### config.mk
export PLATFORM = sky130hd
export DESIGN_NAME = ninebit_serial_master
export DESIGN_NICKNAME = d
export VERILOG_FILES = /design/src/rtl/ns9_pkg.sv /design/src/rtl/ns9_sync.sv /design/src/rtl/ns9_half_timer.sv /design/src/rtl/ns9_shifter.sv /design/src/rtl/ninebit_serial_master.sv
export SDC_FILE = /design/constraint.sdc
export NUM_CORES = 1
export LEC_CHECK = 0
export BUFFER_PORTS_ARGS = -buffer_cell sky130_fd_sc_hd__buf_2
export CAP_MARGIN = 20
export CORE_MARGIN = 5
export CORE_UTILIZATION = 58
export DETAILED_ROUTE_END_ITERATION = 10
export PLACE_DENSITY = 0.8
export SLEW_MARGIN = 20
export SYNTH_ARGS = -nofsm -noshare
export SYNTH_HDL_FRONTEND = slang
export SYNTH_SLANG_ARGS = --single-unit
### constraint.sdc
create_clock -name clk -period 2.75 [get_ports clk]
set_clock_uncertainty 0.1 [all_clocks]
set_input_delay 0.825 -clock clk [delete_from_list [all_inputs] [get_ports clk]]
set_output_delay 0.825 -clock clk [all_outputs]
set_load 0.05 [all_outputs]
### src/rtl/ns9_pkg.sv
package ns9_pkg;
   typedef enum logic [1:0] {
      ST_IDLE = 2'd0,
      ST_LOW  = 2'd1,
      ST_HIGH = 2'd2,
      ST_FIN  = 2'd3
   } ns9_state_e;
endpackage

### src/rtl/ns9_sync.sv
module ns9_sync #(
   parameter int   STAGES  = 2,
   parameter logic RST_VAL = 1'b0
) (
   input  logic clk,
   input  logic rst_n,
   input  logic d_i,
   output logic q_o
);
   initial assert (STAGES >= 2) else $error("ns9_sync: STAGES must be at least 2");

   logic [STAGES-1:0] chain;

   generate
      for (genvar s = 0; s < STAGES; s++) begin : g_stage
         always_ff @(posedge clk or negedge rst_n) begin
            if (!rst_n) chain[s] <= RST_VAL;
            else if (s == 0) chain[s] <= d_i;
            else chain[s] <= chain[(s == 0) ? 0 : s-1];
         end
      end
   endgenerate

   assign q_o = chain[STAGES-1];
endmodule

### src/rtl/ns9_half_timer.sv
module ns9_half_timer #(
   parameter int HALF_CYCLES = 50000
) (
   input  logic clk,
   input  logic rst_n,
   input  logic run_i,
   input  logic restart_i,
   output logic expire_o
);
   localparam int CW = (HALF_CYCLES > 1) ? $clog2(HALF_CYCLES) : 1;
   localparam logic [CW-1:0] LAST = CW'(HALF_CYCLES - 1);

   initial assert (HALF_CYCLES >= 4) else $error("ns9_half_timer: HALF_CYCLES must be at least 4");

   logic [CW-1:0] cnt;

   always_ff @(posedge clk or negedge rst_n) begin
      if (!rst_n) cnt <= '0;
      else if (restart_i) cnt <= '0;
      else if (run_i && cnt != LAST) cnt <= cnt + 1'b1;
   end

   assign expire_o = (cnt == LAST);

   // the half-period counter never passes its terminal value
   p_cnt_bound_r5: assert property (@(posedge clk) disable iff (!rst_n)
      cnt <= LAST);
   // while running, the count advances by one until restarted
   p_cnt_step_r5: assert property (@(posedge clk) disable iff (!rst_n)
      (run_i && !restart_i && cnt != LAST) |=> cnt == $past(cnt) + 1'b1);
endmodule

### src/rtl/ns9_shifter.sv
module ns9_shifter #(
   parameter int WORD_W    = 9,
   parameter int MAX_WORDS = 3,
   parameter int NW_W      = 2
) (
   input  logic                        clk,
   input  logic                        rst_n,
   input  logic                        load_i,
   input  logic                        shift_i,
   input  logic                        clear_i,
   input  logic [NW_W-1:0]             nwords_i,
   input  logic [WORD_W*MAX_WORDS-1:0] words_i,
   output logic                        bit_o,
   output logic                        last_o
);
   localparam int TOTAL = WORD_W * MAX_WORDS;
   localparam int CNT_W = $clog2(TOTAL + 1);

   logic [TOTAL-1:0] sreg, load_img;
   logic [CNT_W-1:0] left;

   // word 0 goes to the top so it leaves first, msb first
   always_comb begin
      load_img = '0;
      for (int j = 0; j < MAX_WORDS; j++)
         load_img[TOTAL-1-j*WORD_W -: WORD_W] = words_i[j*WORD_W +: WORD_W];
   end

   always_ff @(posedge clk or negedge rst_n) begin
      if (!rst_n) begin
         sreg <= '0;
         left <= '0;
      end else if (load_i) begin
         sreg <= load_img;
         left <= CNT_W'(nwords_i) * CNT_W'(WORD_W);
      end else if (clear_i) begin
         sreg <= '0;
         left <= '0;
      end else if (shift_i) begin
         sreg <= sreg << 1;
         left <= left - 1'b1;
      end
   end

   assign bit_o  = sreg[TOTAL-1];
   assign last_o = (left == CNT_W'(1));

   // a shift never consumes the final bit or runs past the word count
   p_no_overrun_r2: assert property (@(posedge clk) disable iff (!rst_n)
      shift_i |-> left > CNT_W'(1));
endmodule

### src/rtl/ninebit_serial_master.sv
module ninebit_serial_master
   import ns9_pkg::*;
#(
   parameter int WORD_W      = 9,
   parameter int MAX_WORDS   = 3,
   parameter int HALF_CYCLES = 50000,
   parameter int SYNC_STAGES = 2
) (
   input  logic                                 clk,
   input  logic                                 rst_n,
   input  logic                                 start_i,
   input  logic [$clog2(MAX_WORDS+1)-1:0]       nwords_i,
   input  logic [WORD_W*MAX_WORDS-1:0]          words_i,
   input  logic                                 echo_i,
   output logic                                 cs_n_o,
   output logic                                 sclk_o,
   output logic                                 sdo_o,
   output logic                                 busy_o,
   output logic                                 done_o,
   output logic                                 err_o
);
   localparam int NW_W = $clog2(MAX_WORDS + 1);

   initial assert (HALF_CYCLES > SYNC_STAGES + 1)
      else $error("ninebit_serial_master: half-period too short for echo synchronizer");
   initial assert (MAX_WORDS >= 1 && WORD_W >= 2)
      else $error("ninebit_serial_master: bad word geometry");

   ns9_state_e st;
   logic echo_q, expire, last_bit, accept, run, mismatch;
   logic ld, shf, clr;

   ns9_sync #(.STAGES(SYNC_STAGES), .RST_VAL(1'b0)) u_sync (
      .clk(clk), .rst_n(rst_n), .d_i(echo_i), .q_o(echo_q));

   assign accept   = (st == ST_IDLE) && start_i &&
                     (nwords_i != '0) && (nwords_i <= NW_W'(MAX_WORDS));
   assign run      = (st == ST_LOW) || (st == ST_HIGH);
   assign mismatch = (echo_q != sdo_o);

   ns9_half_timer #(.HALF_CYCLES(HALF_CYCLES)) u_timer (
      .clk(clk), .rst_n(rst_n), .run_i(run),
      .restart_i(accept || (run && expire)), .expire_o(expire));

   assign ld  = accept;
   assign shf = (st == ST_HIGH) && expire && !last_bit;
   assign clr = ((st == ST_HIGH) && expire && last_bit) ||
                ((st == ST_LOW) && expire && mismatch);

   ns9_shifter #(.WORD_W(WORD_W), .MAX_WORDS(MAX_WORDS), .NW_W(NW_W)) u_shift (
      .clk(clk), .rst_n(rst_n), .load_i(ld), .shift_i(shf), .clear_i(clr),
      .nwords_i(nwords_i), .words_i(words_i), .bit_o(sdo_o), .last_o(last_bit));

   always_ff @(posedge clk or negedge rst_n) begin
      if (!rst_n) begin
         st     <= ST_IDLE;
         cs_n_o <= 1'b1;
         sclk_o <= 1'b1;
         busy_o <= 1'b0;
         done_o <= 1'b0;
         err_o  <= 1'b0;
      end else begin
         done_o <= 1'b0;
         unique case (st)
            ST_IDLE: if (accept) begin
               cs_n_o <= 1'b0;
               sclk_o <= 1'b0;
               busy_o <= 1'b1;
               err_o  <= 1'b0;
               st     <= ST_LOW;
            end
            ST_LOW: if (expire) begin
               if (mismatch) begin
                  cs_n_o <= 1'b1;
                  sclk_o <= 1'b1;
                  err_o  <= 1'b1;
                  st     <= ST_FIN;
               end else begin
                  sclk_o <= 1'b1;
                  st     <= ST_HIGH;
               end
            end
            ST_HIGH: if (expire) begin
               if (last_bit) begin
                  cs_n_o <= 1'b1;
                  st     <= ST_FIN;
               end else begin
                  sclk_o <= 1'b0;
                  st     <= ST_LOW;
               end
            end
            ST_FIN: begin
               done_o <= 1'b1;
               busy_o <= 1'b0;
               st     <= ST_IDLE;
            end
            default: st <= ST_IDLE;
         endcase
      end
   end

   // idle levels whenever no transfer is running
   p_idle_levels_r7: assert property (@(posedge clk) disable iff (!rst_n)
      !busy_o |-> (cs_n_o && sclk_o && !sdo_o));
   // done lasts exactly one cycle
   p_done_pulse_r8: assert property (@(posedge clk) disable iff (!rst_n)
      done_o |=> !done_o);
   // chip select was already high the cycle before done
   p_done_after_cs_r4: assert property (@(posedge clk) disable iff (!rst_n)
      done_o |-> (cs_n_o && $past(cs_n_o)));
   // data is held while the clock is high inside a transfer
   p_sdo_stable_r5: assert property (@(posedge clk) disable iff (!rst_n)
      (sclk_o && $past(sclk_o) && !cs_n_o && !$past(cs_n_o)) |-> $stable(sdo_o));
   // an echo mismatch at the end of a low half aborts to idle with error
   p_abort_r6: assert property (@(posedge clk) disable iff (!rst_n)
      (st == ST_LOW && expire && echo_q != sdo_o) |=> (cs_n_o && sclk_o && err_o && !sdo_o));
   // a start while busy leaves the transfer state untouched
   p_ignore_busy_r9: assert property (@(posedge clk) disable iff (!rst_n)
      (busy_o && start_i && st == ST_LOW && !expire) |=> (st == ST_LOW && !cs_n_o));
endmodule

# After elaboration in Yosys (flattened, before gate mapping)
# Cells that the tools add are included.
# W data, S select, Z words.
totals:
  ff_bits: 57
  in_bits: 33
  output_inout_bits: 6
  word_cells: 82
op_classes:
  add_sub_neg: 2
  n_mul: 1
  magnitude_cmp: 1
  eq_ne: 13
  mux: 28
  n_reduce_logical: 26
op_table:
  columns: ["operator", "count"]
  rows:
  - ["$mux W27", 3]
  - ["$mux W16", 2]
  - ["$add A16 B1 Y16 const B", 1]
  - ["$eq A16 B16 Y1 const B", 1]
  - ["$ne A16 B16 Y1 const B", 1]
  - ["$mux W5", 3]
  - ["$ne A2 B2 Y1 const B", 6]
  - ["$mux W1", 11]
  - ["$logic_and A1 B1 Y1", 10]
  - ["$mux W2", 4]
  - ["$pmux W2 S4", 1]
  - ["$reduce_bool A2 Y1", 4]
  - ["$pmux W1 S3", 2]
  - ["$reduce_and A6 Y1", 1]
  - ["$reduce_bool A3 Y1", 2]
  - ["$eq A5 B1 Y1 const B", 1]
  - ["$mul A2 B4 Y5 const B", 1]
  - ["$reduce_and A5 Y1", 1]
  - ["$sub A5 B1 Y5 const B", 1]
  - ["$eq A2 B2 Y1 const B", 2]
  - ["$pmux W1 S2", 2]
  - ["$reduce_and A4 Y1", 1]
  - ["$logic_or A1 B1 Y1", 3]
  - ["$reduce_and A3 Y1", 1]
  - ["other kinds (6)", 6]

# Longest topological paths before layout
# Gate-level depths: netlist of the first run.
depth:
  word_depth: 6
  ltp_mapped: 10
  ltp_nobuf: 6

# Hierarchy
# From an unflattened synthesis of the first run, not the netlist that was laid out.
unflattened:
  hier_cells: 286
  hier_area_um2: 2951.6
by_module_without_submodules:
  columns: ["mod", "instances", "cells_each", "area_per_inst_um2", "seq_area_each_um2"]
  rows:
  - ["ns9_shifter", 1, 145, 1540.2, 800.8]
  - ["ns9_half_timer", 1, 93, 923.4, 400.4]
  - ["ninebit_serial_master", 1, 46, 437.9, 177.7]
  - ["ns9_sync", 1, 2, 50.0, 50.0]

# Worst setup path before layout of the first run
# No wires, ideal clock.
synth_timing:
  kind: "input to register"
  start: "input port nwords_i[1]"
  end: "register u_timer.cnt[11]"
  setup_ns: 0.078
  t_arrival_ns: 1.967
  required_ns: 2.572
  slack_ns: 0.604
  stages: 4
  path_buffers: 0
  cell_sequence: "o211ai_1 > a211o_1 > or4_1 > a21oi_1"
synth_via:
  elab_chain_len: 5
  elab_cells_between_ends: 7
  classes_between: "order compare (1); mux (1); reduce/logical (5)"
synth_rtl:
  columns: ["element", "line_no", "rtl"]
  rows:
  - ["start, declared", "ninebit_serial_master.sv:12", "input logic [$clog2(MAX_WORDS+1)-1:0] nwords_i,"]
  - ["parallel branches: the longest is 2 deep, another holds $le A2 B2 Y1", null, null]
  - ["$logic_and A1 B1 Y1 (*)", "ninebit_serial_master.sv:37", "(nwords_i != '0) && (nwords_i <= NW_W'(MAX_WORDS));"]
  - ["$logic_or A1 B1 Y1 (*)", "ninebit_serial_master.sv:43", ".restart_i(accept || (run && expire)), .expire_o(expire));"]
  - ["$mux W16 or $reduce_bool A2 Y1 (tied branches)", null, null]
  - ["end signal, assigned", "ns9_half_timer.sv:20", "else if (run_i && cnt != LAST) cnt <= cnt + 1'b1;"]
  - ["end, declared", "ns9_half_timer.sv:15", "logic [CW-1:0] cnt;"]
# Every way passes the cells marked *.
# A chain may end at the register's enable or synchronous reset.

# Final worst setup path of the first run
layout_timing:
  start: "register st[0]"
  end: "register u_shift.sreg[23]"
layout_via:
  elab_chain_len: 6
  elab_cells_between_ends: 15
  classes_between: "eq/ne (2); mux (2); reduce/logical (11)"
layout_rtl:
  columns: ["element", "line_no", "rtl"]
  rows:
  - ["start, declared", "ninebit_serial_master.sv:29", "ns9_state_e st;"]
  - ["start signal, assigned", "ninebit_serial_master.sv:56", "st <= ST_IDLE;"]
  - ["start signal, assigned", "ninebit_serial_master.sv:70", "st <= ST_LOW;"]
  - ["start signal, assigned", "ninebit_serial_master.sv:77", "st <= ST_FIN;"]
  - ["$eq A2 B2 Y1 or $eq A2 B1 Y1 (tied branches)", "ninebit_serial_master.sv:46, ninebit_serial_master.sv:47, ninebit_serial_master.sv:48", null]
  - ["$logic_and A1 B1 Y1 (on tied branches)", "ninebit_serial_master.sv:46, ninebit_serial_master.sv:47, ninebit_serial_master.sv:48", null]
  - ["$logic_and A1 B1 Y1 (on tied branches)", "ninebit_serial_master.sv:47, ninebit_serial_master.sv:48", null]
  - ["$logic_or A1 B1 Y1", "ninebit_serial_master.sv:47", "assign clr = ((st == ST_HIGH) && expire && last_bit) ||"]
  - ["$mux W27", "ns9_shifter.sv:36", "end else if (clear_i) begin"]
  - ["$mux W27", "ns9_shifter.sv:33", "end else if (load_i) begin"]
  - ["end signal, assigned", "ns9_shifter.sv:34", "sreg <= load_img;"]
  - ["end signal, assigned", "ns9_shifter.sv:40", "sreg <= sreg << 1;"]
  - ["end, declared", "ns9_shifter.sv:19", "logic [TOTAL-1:0] sreg, load_img;"]
# Parallel ways exist; a longest one is shown, timed or not.

==> impl_metrics.ini, run 1 <==
[logic_synthesis]
ys_seq_area_share_pct = 44.0
synth_ff_type = dfrtp_1
yosysMostFrequentCell = dfrtp_1
synth-simple-area-share_pct = 22.9
async_flop_share_pct = 100
synthDistinctLibCells = 59
synth_area_um2 = 3250
synthXorXnorAreaFrac_pct = 1.62
yosysWarnings = 0
avgSynthCellArea_um2 = 9.55
ys_ff_latch = 57
synthTopCellsByCount = dfrtp_1, nor2_1, inv_1
synthTopCellsByArea = dfrtp_1, a2111oi_0, nor4_1
synth.top_cell.area_share_pct = 42.4
synth_mux_area_share_pct = 0.693
synth_adder_area_share_pct = 2.70
synth_nets = 380
synth-edff-count = 0
synth_top_area_cell = dfrtp_1
syn-instance-count = 340
synth_top_family_by_area = simple AND/OR/NAND/NOR gates
synth_compound_area_share_pct = 20.1

[grt]
antenna_found_initial = 0
grt_use_total_pct = 22.1
grt_max_degree = 58
grt_overflow = 0
grt_pass1_vias = 2781
grt_first_pass_wirelength_um = 12900

[die]
num_io_pins = 39
die_w_um = 84.8
start_util_pct = 59.4
die_area_um2 = 7200
core_area_um2 = 5470
die_h_um = 84.8
row_count = 27

[critical_path]
path_class = flop to flop
path_buf_inv = 2
timing.critical_path.to_type = flop
critical_path.top_delay_family = compound AO/OA/AOI/OAI gates
required_ns = 2.83
cp-start-kind = flop
cp_cell_sequence = inv_1, ha_1, o211a_1, buf_4, nor4_1, a2111oi_0
worstPathArrival_ns = 2.48
critPathMaxFanout = 16
cpPeakStageDelay_ns = 0.45
r2r_slack_ns = 0.35
slowest_stage = o211a_1

[placed_design]
dpl.hpwl_um = 5070
dpl_cell_area_um2 = 3480
port_buffers = 38
place.gp.congestion = 0.843

[sta]
setup_viol = 0
max_freq_mhz = 417
setup-tns-final_ns = 0
maxSlewHeadroom_pct = 52.1
rsz0062_at_grt = false
min_period_ns = 2.40
slew_violations = 0
hold_viol = 0
final.period_utilization_pct = 87.2
worst_pin_slew_ns = 0.718

[finish]
utilization_pct = 66.7
design_area_um2 = 3650
num-nets-final = 416
final-seq-area_um2 = 1430
n_fill_cell = 458
drive_gt1_share_pct = 23.5
antenna_cells = 0
syn2layout_area_growth_pct = 12.4
multi_input_area_um2 = 1560

[clock_tree]
cts_sinks = 57
cts_setup_buffers = 0
cts-root-buf = clkbuf_8
postCtsHoldBufs = 0
cts_inserted_buffers = 9
cts_max_path_buffers = 2
ctsResizeCount = 0
clock_latency_ns = 0.33
clk_pin_slew_ns = 0.06
h-tree-depth = 3
cts_tree = done

[power_and_ir_drop]
powerDensity_nw_per_um2 = 956
p_int_uw = 2080
vdd_ir_drop_max_uv = 479
combPwrFrac_pct = 41.6
p_leak_uw = 0.00163
p_clk_share_pct = 19.9
switching_power_uw = 1410
p_seq_share_pct = 38.5
swShare_pct = 40.3

[min_path]
hold_path_class = flop to flop

[detailed_routing]
routed.top_layer = met4
routed-wl-met3_um = 367
met2WireLength_um = 3640
avgViaCountPerCell = 6.17
finalWirelength_um = 7400
met1_length_um = 3240
dr.pass1.iters = 5
drtIter0Drc = 223
drc = 0
wire_per_inst_um = 16.4
route.vias.total = 2778
ant_nets = 0

[run_status]
status = complete, no violations

[job]
drv_cap = 0
-- layout by cell type (no fill, tap or decap), types with 3 or more instances in the layout --
master | netlist | layout
nand2_1 | 18 | 18
a21oi_1 | 14 | 14
o21ai_0 | 10 | 10
or4_1 | 5 | 5
ha_1 | 7 | 7
buf_4 | 2 | 9
nand3_1 | 9 | 9
o31ai_1 | 4 | 4
clkbuf_8 | 0 | 12
and3_1 | 4 | 4
a211oi_1 | 5 | 5
xor2_1 | 5 | 5
nor2_1 | 37 | 37
a2111oi_0 | 19 | 19
buf_2 | 4 | 38
inv_1 | 34 | 34
o211ai_1 | 5 | 5
nand4_1 | 3 | 3
dfrtp_1 | 55 | 55
nor3_1 | 6 | 6
a2111oi_2 | 7 | 7
nor4_1 | 26 | 26
-- routing by layer --
layer	global-route usage [%]	vias up
li1	-	1335
met1	28.6	1337
met2	35.2	90
met3	4.56	16
met4	10.9	0
met5	0	-
-- metrics by stage --
step | hold slack, ns | instances | setup WS (ns) | power, uW
floorplan | 0.231 | 340 | 0.604 | 2450
finish | 0.254 | 450 | 0.352 | 3490
global route | 0.264 | 450 | 0.136 | 3750
global placement | 0.233 | 437 | 0.479 | 2740
CTS | 0.256 | 450 | 0.347 | 3500
detailed placement | 0.243 | 437 | 0.311 | 2810
-- sequential cells by signal, summed over array words and instances (netlist names) --
signal        count
u_shift.sreg     27
u_timer.cnt      16
u_shift.left      5
st                2
busy_o            1
cs_n_o            1
done_o            1
err_o             1
sclk_o            1
u_sync.chain      1
u_sync.q_o        1
-- power by group through the flow --
stage / registers [uW] / logic [uW] / clock network [uW]
finish: 1350 / 1450 / 694
global placement: 1340 / 1400 / 0
detailed placement: 1350 / 1450 / 0
global route: 1390 / 1610 / 748
CTS: 1340 / 1460 / 705
floorplan: 1430 / 1020 / 0
-- kinds of logic after synthesis --
group | Yosys count
flops | 57
xor+xnor | 6
simple gates | 130
fa+ha+maj | 7
buf+inv | 57
compound gates | 81
mux | 2
-- path summary, 6_finish.rpt --
| kind | cells after the start | start | endpoint |
|---|---|---|---|
| worst max-delay path | 6 | st[0] | u_shift.sreg[23] |
| worst min-delay path | 0 | u_sync.chain[0] | u_sync.q_o |
| worst max register to register | 6 | st[0] | u_shift.sreg[23] |
| worst min register to register | 0 | u_sync.chain[0] | u_sync.q_o |
| max in group asynchronous | 2 | rst_n | u_shift.sreg[13] |
| min in group asynchronous | 2 | rst_n | busy_o |
-- cell type report --
class,instances,area share (%)
inverters,34,3.49
flip-flops and latches,57,39.1
multi-input cells,226,42.7
repair buffers,48,7.61
clock buffers,13,4.62
well taps,72,2.47
(Power assumes the default switching activity.)
==> run 2: changes to the inputs <==
--- a/config.mk
+++ b/config.mk
@@ -5,10 +5,11 @@
 export SDC_FILE = /design/constraint.sdc
 export NUM_CORES = 1
 export LEC_CHECK = 0
+export ABC_AREA = 1
 export BUFFER_PORTS_ARGS = -buffer_cell sky130_fd_sc_hd__buf_2
 export CAP_MARGIN = 20
 export CORE_MARGIN = 5
-export CORE_UTILIZATION = 58
+export CORE_UTILIZATION = 59
 export DETAILED_ROUTE_END_ITERATION = 10
 export PLACE_DENSITY = 0.8
 export SLEW_MARGIN = 20
==> impl_metrics.ini, run 2 <==
[grt]
grt_pass1_vias = 2894
grt_max_degree = 58
grt_first_pass_wirelength_um = 12400
grt_overflow = 0
grt_use_total_pct = 20.6
antenna_found_initial = 0

[min_path]
min_path_cells = 0
holdPathEnd = u_sync.q_o
hold_start = u_sync.chain[0]
hold_path_class = flop to flop

[clock_tree]
ctsResizeCount = 0
cts-root-buf = clkbuf_8
clk_pin_slew_ns = 0.07
cts_setup_buffers = 0
cts_tree = done
cts_inserted_buffers = 9
h-tree-depth = 3
postCtsHoldBufs = 0
clock_latency_ns = 0.34
cts_max_path_buffers = 2
cts_sinks = 57

[placed_design]
dp.cells = 596
place_ws_ns = 0.439
place.gp.congestion = 0.840
port_buffers = 38
dpl.hpwl_um = 4940
dpl_cell_area_um2 = 3720

[die]
core_area_um2 = 5850
start_util_pct = 59.7
num_io_pins = 39
row_count = 28
die_w_um = 86.9
die_area_um2 = 7560
die_h_um = 86.9

[power_and_ir_drop]
p_leak_uw = 0.00238
report.power.total_uw = 3780
vdd_ir_drop_max_uv = 563
powerDensity_nw_per_um2 = 962

[logic_synthesis]
ys_ff_latch = 57
synthTopCellsByArea = dfrtp_1, nand2_1, inv_1
synth_nets = 533
synth_ff_type = dfrtp_1
synthDistinctLibCells = 26
synthTopCellsByCount = nand2_1, inv_1, dfrtp_1
async_flop_share_pct = 100
syn-instance-count = 493
synth-edff-count = 0
synth_area_um2 = 3490
synth.top_cell.area_share_pct = 39.4
ys_seq_area_share_pct = 40.9
yosysMostFrequentCell = nand2_1
synth_top_area_cell = dfrtp_1
yosysWarnings = 0
avgSynthCellArea_um2 = 7.09

[critical_path]
cp-start-kind = flop
worstPathArrival_ns = 2.29
worstReg2RegStart = st[0]
reg2reg_to = u_shift.sreg[0]
critPathMaxFanout = 31
path_class = flop to flop
rr_worst_depth = 9
required_ns = 2.86
r2r_slack_ns = 0.56
timing.critical_path.to_type = flop
crit_start = st[0]

[finish]
n_fill_cell = 497
final_cells = 612
top_register = u_shift.sreg
antenna_cells = 0
mostFrequentLayoutCell = nand2_1
top_regs = u_shift.sreg (27), u_timer.cnt (16), u_shift.left (5)
layout_common_cells = nand2_1, inv_1, dfrtp_1, buf_2, nor2_1
syn2layout_area_growth_pct = 12.5
drive_gt1_share_pct = 17.7
num-nets-final = 572
design_area_um2 = 3930
largest_reg_flops = 27

[job]
drv_cap = 0

[sta]
worst_slack_ns = 0.563
worst_pin_slew_ns = 0.340
final.period_utilization_pct = 79.5
min_period_ns = 2.19
max_freq_mhz = 457
slew_violations = 0
setup_viol = 0
setup-tns-final_ns = 0
rsz0062_at_grt = false
maxSlewHeadroom_pct = 77.2
hold_viol = 0

[detailed_routing]
drtIter0Drc = 128
drc = 0
finalWirelength_um = 7020
ant_nets = 0
dr.pass1.iters = 4
avgViaCountPerCell = 4.91
wire_per_inst_um = 11.5
route.vias.total = 3003

[run_status]
status = complete, no violations
run 2: cell count changes in the layout (fill, tap and decap cells not counted), moves of 6 or more:
cell | before | now
a2111oi_0 | 19 | 0
nand3_1 | 9 | 21
inv_1 | 34 | 80
nor2_1 | 37 | 29
a2111oi_2 | 7 | 0
nand3_2 | 0 | 21
nand2_1 | 18 | 202
buf_4 | 9 | 3
nor4_1 | 26 | 0
run 2: cell type report:
cell class                      count  area, um^2  area share (%)
Clock buffer                       14         173            4.39
Clock inverter                      2        35.0           0.891
Multi-Input combinational cell    336        1620            41.3
Inverter                           85         324            8.24
Timing Repair Buffer               43         253            6.43
Sequential cell                    57        1430            36.3
Tap cell                           75        93.8            2.39
run 2: power by group:
group          internal, uW  switching [uW]  leakage, uW
clock                   492             329     0.000107
combinational           579            1080      0.00157
sequential             1160             146     0.000710
run 2: per-stage QoR:
stage / hold WS, ns / utilization (%)
5_1_grt: 0.271 / 67.2
6_report: 0.246 / 67.2
3_3_place_gp: 0.232 / 63.6
2_1_floorplan: 0.231 / -
4_1_cts: 0.247 / 67.2
3_5_place_dp: 0.239 / 63.6
run 2: worst max path at each step:
stage	endpoint	slack [ns]	depth (start not counted)
2_1_floorplan	u_shift.sreg[12]	0.83	9
3_3_place_gp	u_shift.sreg[6]	0.49	10
3_5_place_dp	u_shift.sreg[3]	0.44	10
4_1_cts	u_shift.sreg[0]	0.55	9
5_1_grt	u_shift.sreg[5]	0.36	12
6_report	u_shift.sreg[0]	0.56	9
run 2: cell families (layout without fill, tap and decap cells):
group                    count (synthesis)  count (layout)  synth area share (%)
buffers and inverters                  100             144                  12.7
flip-flops                              57              57                  40.9
adder cells (fa/ha/maj)                  7               7                  2.51
AO/OA/AOI/OAI                           25              25                  3.69
AND/OR/NAND/NOR                        301             301                  39.5
XOR/XNOR                                 3               3                 0.752
run 2: layer usage:
metal | vias to the layer above | routed length, um | track usage [%]
li1 | 1566 | - | -
met1 | 1375 | 3100 | 25.1
met2 | 58 | 3510 | 35.5
met3 | 4 | 359 | 4.92
met4 | 0 | 48 | 6.80
met5 | - | 0 | 0
run 2: worst max-delay path, cell delays in order, from the launching register on:
cell and delay [ns]:
dfrtp_1 0.42, inv_1 0.15, ha_1 0.24, inv_1 0.05
a21oi_1 0.18, inv_1 0.13, nor2_8 0.23, inv_6 0.17
nand2_1 0.26, o21ai_0 0.11
